$ cat src/rtl/method_cache_pkg.sv
package method_cache_pkg;
  typedef struct packed {
    logic wrEn;    // store one fill word this cycle
    logic wrBlk;   // slot the fill starts in
    logic curBlk;  // slot holding the executing method
  } cacheStrobes_t;
endpackage

$ cat src/rtl/method_cache_ctrl.sv
module method_cache_ctrl
  import method_cache_pkg::*;
#(
  parameter int BLOCK_WORDS = 8,
  parameter int ADDR_W      = 16,
  parameter int LEN_W       = $clog2(2 * BLOCK_WORDS + 1),
  parameter int IDX_W       = $clog2(2 * BLOCK_WORDS)
) (
  input  logic              clk,
  input  logic              rstN,
  input  logic              reqValid,
  input  logic [ADDR_W-1:0] reqAddr,
  input  logic [LEN_W-1:0]  reqLen,
  input  logic              memRdAck,
  output logic              busy,
  output logic              memRdReq,
  output logic [ADDR_W-1:0] memRdAddr,
  output logic [IDX_W-1:0]  wrWord,
  output cacheStrobes_t     strobes
);
  localparam int SLOTS = 2;

  logic [ADDR_W-1:0] tagAddr [SLOTS];
  logic [SLOTS-1:0]  tagValid;
  logic [SLOTS-1:0]  hitVec;
  logic              spanning;
  logic              lru;
  logic              curBlk;
  logic              fillBlk;
  logic              filling;
  logic [ADDR_W-1:0] fillBase;
  logic [LEN_W-1:0]  fillLen;
  logic [LEN_W-1:0]  fillCnt;
  logic              accept;
  logic              isLarge;
  logic              lastWord;

  for (genvar s = 0; s < SLOTS; s++) begin : g_cmp
    assign hitVec[s] = tagValid[s] && (tagAddr[s] == reqAddr);
  end

  assign accept   = reqValid && !filling;
  assign isLarge  = reqLen > LEN_W'(BLOCK_WORDS);
  assign lastWord = fillCnt == (fillLen - LEN_W'(1));

  always_ff @(posedge clk) begin
    if (!rstN) begin
      tagValid <= '0;
      tagAddr  <= '{default: '0};
      spanning <= 1'b0;
      lru      <= 1'b0;
      curBlk   <= 1'b0;
      fillBlk  <= 1'b0;
      filling  <= 1'b0;
      fillBase <= '0;
      fillLen  <= '0;
      fillCnt  <= '0;
    end else if (accept) begin
      if (hitVec[0]) begin
        curBlk <= 1'b0;
        lru    <= 1'b1;
      end else if (hitVec[1]) begin
        curBlk <= 1'b1;
        lru    <= 1'b0;
      end else begin
        filling  <= 1'b1;
        fillBase <= reqAddr;
        fillLen  <= reqLen;
        fillCnt  <= '0;
        if (isLarge) begin
          fillBlk     <= 1'b0;
          curBlk      <= 1'b0;
          lru         <= 1'b1;
          tagAddr[0]  <= reqAddr;
          tagValid[0] <= 1'b1;
          tagValid[1] <= 1'b0;
          spanning    <= 1'b1;
        end else begin
          fillBlk       <= lru;
          curBlk        <= lru;
          lru           <= ~lru;
          tagAddr[lru]  <= reqAddr;
          tagValid[lru] <= 1'b1;
          if (lru) begin
            if (spanning) tagValid[0] <= 1'b0;
          end else begin
            spanning <= 1'b0;
          end
        end
      end
    end else if (filling && memRdAck) begin
      fillCnt <= fillCnt + LEN_W'(1);
      if (lastWord) filling <= 1'b0;
    end
  end

  assign busy           = filling;
  assign memRdReq       = filling;
  assign memRdAddr      = fillBase + ADDR_W'(fillCnt);
  assign wrWord         = fillCnt[IDX_W-1:0];
  assign strobes.wrEn   = filling && memRdAck;
  assign strobes.wrBlk  = fillBlk;
  assign strobes.curBlk = curBlk;

  a_r10_len_legal: assert property (@(posedge clk) disable iff (!rstN)
    accept |-> (reqLen >= LEN_W'(1) && reqLen <= LEN_W'(2 * BLOCK_WORDS)));
  a_r3_count_in_range: assert property (@(posedge clk) disable iff (!rstN)
    filling |-> fillCnt < fillLen);
  a_r3_busy_drops: assert property (@(posedge clk) disable iff (!rstN)
    (filling && memRdAck && lastWord) |=> !busy);
  a_r2_hit_stays_idle: assert property (@(posedge clk) disable iff (!rstN)
    (accept && |hitVec) |=> !busy);
  a_r5_lru_away: assert property (@(posedge clk) disable iff (!rstN)
    accept |=> (lru != curBlk));
  a_r5_tags_distinct: assert property (@(posedge clk) disable iff (!rstN)
    !(tagValid[0] && tagValid[1] && tagAddr[0] == tagAddr[1]));
  a_r7_span_owns_both: assert property (@(posedge clk) disable iff (!rstN)
    (spanning && tagValid[0]) |-> !tagValid[1]);
  a_r9_stall_holds: assert property (@(posedge clk) disable iff (!rstN)
    (filling && !memRdAck) |=> (busy && $stable(memRdAddr)));
  a_r8_busy_ignores: assert property (@(posedge clk) disable iff (!rstN)
    (filling && !memRdAck) |=> $stable(fillBase));
endmodule

$ cat src/rtl/method_cache_data.sv
module method_cache_data
  import method_cache_pkg::*;
#(
  parameter int BLOCK_WORDS = 8,
  parameter int IDX_W       = $clog2(2 * BLOCK_WORDS),
  parameter int OFF_W       = IDX_W + 2
) (
  input  logic             clk,
  input  logic             rstN,
  input  cacheStrobes_t    strobes,
  input  logic [IDX_W-1:0] wrWord,
  input  logic [31:0]      wrData,
  input  logic [OFF_W-1:0] fetchOffset,
  output logic [7:0]       fetchByte
);
  localparam int TOTAL_WORDS = 2 * BLOCK_WORDS;

  logic [31:0]      words [TOTAL_WORDS];
  logic [IDX_W-1:0] wrIdx;
  logic [OFF_W-1:0] absByte;
  logic [31:0]      rdWord;

  // slot select flips the top index bit; a spanning method starts at slot 0
  assign wrIdx   = {strobes.wrBlk ^ wrWord[IDX_W-1], wrWord[IDX_W-2:0]};
  assign absByte = {strobes.curBlk ^ fetchOffset[OFF_W-1], fetchOffset[OFF_W-2:0]};

  always_ff @(posedge clk) begin
    if (strobes.wrEn) words[wrIdx] <= wrData;
  end

  assign rdWord = words[absByte[OFF_W-1:2]];

  always_comb begin
    fetchByte = 8'h00;
    for (int b = 0; b < 4; b++) begin
      if (absByte[1:0] == 2'(b)) fetchByte = rdWord[8*b +: 8];
    end
  end

  a_r4_write_lands: assert property (@(posedge clk) disable iff (!rstN)
    strobes.wrEn |=> words[$past(wrIdx)] == $past(wrData));
endmodule

$ cat src/rtl/method_cache.sv
module method_cache
  import method_cache_pkg::*;
#(
  parameter int BLOCK_WORDS = 8,
  parameter int ADDR_W      = 16,
  parameter int LEN_W       = $clog2(2 * BLOCK_WORDS + 1),
  parameter int OFF_W       = $clog2(2 * BLOCK_WORDS) + 2
) (
  input  logic              clk,
  input  logic              rstN,
  input  logic              reqValid,
  input  logic [ADDR_W-1:0] reqAddr,
  input  logic [LEN_W-1:0]  reqLen,
  output logic              busy,
  output logic              memRdReq,
  output logic [ADDR_W-1:0] memRdAddr,
  input  logic              memRdAck,
  input  logic [31:0]       memRdData,
  input  logic [OFF_W-1:0]  fetchOffset,
  output logic [7:0]        fetchByte
);
  localparam int IDX_W = $clog2(2 * BLOCK_WORDS);

  cacheStrobes_t    strobes;
  logic [IDX_W-1:0] wrWord;

  method_cache_ctrl #(
    .BLOCK_WORDS(BLOCK_WORDS), .ADDR_W(ADDR_W), .LEN_W(LEN_W), .IDX_W(IDX_W)
  ) uCtrl (
    .clk(clk), .rstN(rstN), .reqValid(reqValid), .reqAddr(reqAddr),
    .reqLen(reqLen), .memRdAck(memRdAck), .busy(busy), .memRdReq(memRdReq),
    .memRdAddr(memRdAddr), .wrWord(wrWord), .strobes(strobes)
  );

  method_cache_data #(
    .BLOCK_WORDS(BLOCK_WORDS), .IDX_W(IDX_W), .OFF_W(OFF_W)
  ) uData (
    .clk(clk), .rstN(rstN), .strobes(strobes), .wrWord(wrWord),
    .wrData(memRdData), .fetchOffset(fetchOffset), .fetchByte(fetchByte)
  );
endmodule

$ cat config.mk
export PLATFORM = sky130hd
export DESIGN_NAME = method_cache
export DESIGN_NICKNAME = d
export VERILOG_FILES = /design/src/rtl/method_cache_pkg.sv /design/src/rtl/method_cache_ctrl.sv /design/src/rtl/method_cache_data.sv /design/src/rtl/method_cache.sv
export SDC_FILE = /design/constraint.sdc
export NUM_CORES = 1
export LEC_CHECK = 0
export BUFFER_PORTS_ARGS = -buffer_cell sky130_fd_sc_hd__clkbuf_2
export CORE_AREA = 10 10 295 269
export DETAILED_ROUTE_END_ITERATION = 10
export DIE_AREA = 0 0 305 279
export PLACE_DENSITY = 0.53
export SLEW_MARGIN = 10
export SYNTH_ARGS = -nofsm -noshare
export SYNTH_HDL_FRONTEND = slang
export SYNTH_SLANG_ARGS = --single-unit
$ cat constraint.sdc
create_clock -name clk -period 2.5 [get_ports clk]
set_input_delay 0.125 -clock clk [delete_from_list [all_inputs] [get_ports clk]]
set_output_delay 0.125 -clock clk [all_outputs]
set_load 0.02 [all_outputs]
==> results.cfg <==
[final_layout]
area_delta_synth_final_pct = 23.8
diodes = 0
layout.nets = 1554
drive_gt1_frac = 0.305
nFillCells = 6578

[floorplanning]
dieHeight_microns = 279
dieArea_sq_um = 85100
top_level_ports = 89
chipWidth_microns = 305
rows = 94
start_util = 0.318
coreArea_sq_um = 72800

[synth]
yosysWarnings = 0
ys_seq_elements = 577
synthFlopType = edfxtp_1
yosysTopAreaCell = edfxtp_1
synth-edff-count = 512
synthCells = 1239
synth.net_count = 1313
ys_types = 56
yosysSeqAreaShare = 0.720
synth_area_leaders = edfxtp_1, mux4_2, dfxtp_1
ys_async_sr_fraction = 0
avgSynthCellArea_sq_um = 18.7
netlist_area_sq_um = 23100
synth_top_area_share = 0.664

[timing]
hold_ws_ns = 0.0648
post-route-period-util = 1.12
slew_viol_final = 0
tightest_slew_ns = 0.816
maxSlewHeadroom = 0.456
setup_violations = 14
fin_crit_ns = 2.79
fin_ws_ns = -0.290
rsz0062_at_grt = true
fmax_mhz = 358
skew_ns = 0.0243
hold_viol_final = 0

[pwr]
p_sw_frac = 0.217
power_mw = 20.7
vdd.ir_drop.worst_mv = 0.527
p_clk_frac = 0.415
power.switching_mw = 4.49
seq_power_share = 0.513
internal-power_mw = 16.2
power_density_nw_per_um2 = 723
p_comb_frac = 0.072
leakage_nw = 9.77

[clock_network]
h-tree-depth = 2
clk_latency_ns = 0.62
cts_root_buf = clkbuf_16
cts_tree = yes
cts.sinks = 577
cts_buffers = 61
path_clk_slew_ns = 0.06
cts_buffer_depth = 3

[setup_path]
worstSetupStartpointType = flop
cp.arrival_ns = 2.66
crit_type = flop to output port
r2r_start = uCtrl.tagAddr[17]
cp.required_ns = 2.38
crit_start = uData.words[7][17]
endpoint_kind = output port
cp_max_fo = 1

[grt]
grt_max_degree = 81
grt_overflow_total = 0
gr-usage-all-layers = 0.131
grt_pass1_vias = 12909
antenna_found_initial = 4
grt_pass1_wl_microns = 84600

[detailed_routing]
via_per_inst = 4.88
post_drt_wl_per_cell_microns = 23.0
wl_microns = 57100
drt_iter0_drc = 843
drtAntennaViolNets = 0
firstDrtPassIters = 5
drcViolationCount = 0
vias = 12128

[placement]
io_buffer_count = 88
gp_congestion = 0.713
dp_hpwl_microns = 33400

[status]
status = finished, violations left
violations = negative setup slack

[job]
cap_violations = 0

[min_path]
hp-start = reqValid
hp-class = input port to flop
placed cells by master, fill, tap and decap left out, types with 4 or more instances in the layout:
| cell | synthesis | layout |
|---|---|---|
| a21oi_2 | 0 | 7 |
| clkbuf_16 | 0 | 61 |
| and2_1 | 4 | 4 |
| nand3_1 | 15 | 14 |
| edfxtp_1 | 512 | 512 |
| clkinv_4 | 0 | 4 |
| buf_4 | 7 | 66 |
| nor2_4 | 0 | 19 |
| nand4_1 | 9 | 9 |
| nor2_1 | 34 | 14 |
| buf_8 | 0 | 6 |
| clkinv_1 | 0 | 14 |
| xnor2_1 | 43 | 40 |
| mux4_2 | 119 | 120 |
| clkbuf_2 | 0 | 65 |
| nor3_1 | 10 | 7 |
| ha_1 | 10 | 7 |
| buf_12 | 2 | 35 |
| a221oi_1 | 12 | 4 |
| a21oi_1 | 17 | 9 |
| mux2i_1 | 101 | 101 |
| clkbuf_1 | 25 | 13 |
| dfxtp_1 | 65 | 59 |
| and3_1 | 6 | 6 |
| xor2_1 | 16 | 15 |
| mux4_1 | 6 | 5 |
| a22oi_1 | 8 | 6 |
| bufinv_16 | 0 | 5 |
| inv_1 | 9 | 9 |
| mux2_2 | 6 | 6 |
| nand2b_1 | 5 | 5 |
| o22ai_1 | 4 | 4 |
| dlygate4sd3_1 | 0 | 54 |
| nor2b_1 | 5 | 5 |
| o21ai_0 | 13 | 7 |
| nand2_1 | 110 | 105 |
| buf_6 | 8 | 10 |
| a221oi_2 | 0 | 6 |
| clkinv_2 | 0 | 5 |
repair_timing:
item / 4_1_cts / 5_1_grt
pin swaps: 28 / 30
hold buffers: 54 / 0
setup buffers: 9 / 10
hold endpoints to repair: 571 / 0
gates resized for setup: 79 / 62
endpoints found under the setup margin: 20 / 19
metal layers:
metal | wire length [microns] | vias to the layer above | track usage
met3 | 2590 | 83 | 0.0247
met1 | 24400 | 6356 | 0.167
li1 | - | 5433 | -
met4 | 1150 | 6 | 0.0348
met5 | 41 | - | 0
met2 | 29000 | 250 | 0.227
worst paths after layout:
check | endpoint | slack [ns] | cells past startpoint
min | uCtrl.lru | 0.06 | 4
max reg2reg | uCtrl.spanning | 0.28 | 8
min reg2reg | uCtrl.fillBase[14] | 0.46 | 2
max | fetchByte[1] | -0.29 | 6
layout make-up:
| cell class | count | area, sq um | area share |
|---|---|---|---|
| sequential | 577 | 16700 | 0.583 |
| multi-input combinational | 590 | 6540 | 0.228 |
| timing repair buffer | 241 | 2320 | 0.0808 |
| clock buffer | 74 | 1580 | 0.0550 |
| tap | 960 | 1200 | 0.0419 |
| clock inverter | 32 | 295 | 0.0103 |
| inverter | 9 | 33.8 | 0.00118 |
cell families after synthesis:
group                    share of synthesized area
adder cells (fa/ha/maj)                    0.00627
multiplexers                                 0.169
XOR/XNOR                                    0.0223
buffers and inverters                       0.0178
AO/OA/AOI/OAI                               0.0247
flip-flops                                   0.720
AND/OR/NAND/NOR                             0.0392
power by group through the flow:
stage	Combinational (mW)	Clock, mW	Sequential (mW)
6_report	1.50	8.59	10.6
5_1_grt	1.61	9.21	10.6
4_1_cts	1.46	8.81	10.6
3_5_place_dp	1.31	0	10.8
3_3_place_gp	1.30	0	10.8
2_1_floorplan	0.768	0	10.8
Yosys cell counts (10+ instances only):
library cell and number:
nor3_1 10, ha_1 10, mux4_2 119, nand3_1 15, o21ai_0 13, xnor2_1 43
mux2i_1 101, clkbuf_1 25, xor2_1 16, nor2_1 34, a21oi_1 17, edfxtp_1 512
dfxtp_1 65, buf_2 19, a221oi_1 12, nand2_1 110
state kept, by name, summed over array words and instances (netlist names):
register / cells
uCtrl.fillCnt: 5
uCtrl.fillLen: 5
uCtrl.fillBase: 16
uCtrl.curBlk: 1
uCtrl.tagAddr: 32
uData.words: 512
uCtrl.busy: 1
uCtrl.fillBlk: 1
uCtrl.tagValid: 2
uCtrl.lru: 1
uCtrl.spanning: 1
worst max-delay path, stage by stage (launching register included):
cell and delay, ns:
edfxtp_1 0.37, mux4_2 0.53, mux4_2 0.56, a21oi_2 0.17
nor2_1 0.06, o22a_1 0.20, clkbuf_8 0.16
through the flow:
stage / cells / setup WS (ns) / util / cell area (sq um) / TNS [ns]
after global placement: 2307 / 0.0587 / 0.352 / 25600 / 0
after detailed placement: 2307 / 0.0577 / 0.352 / 25600 / 0
after floorplan: 1239 / -0.397 / - / 23200 / -111.71
after CTS: 2476 / -0.336 / 0.390 / 28400 / -3.12
after global routing: 2483 / -0.359 / 0.394 / 28600 / -4.07
final: 2483 / -0.290 / 0.394 / 28600 / -2.29
Power figures use the tool's default switching activity.
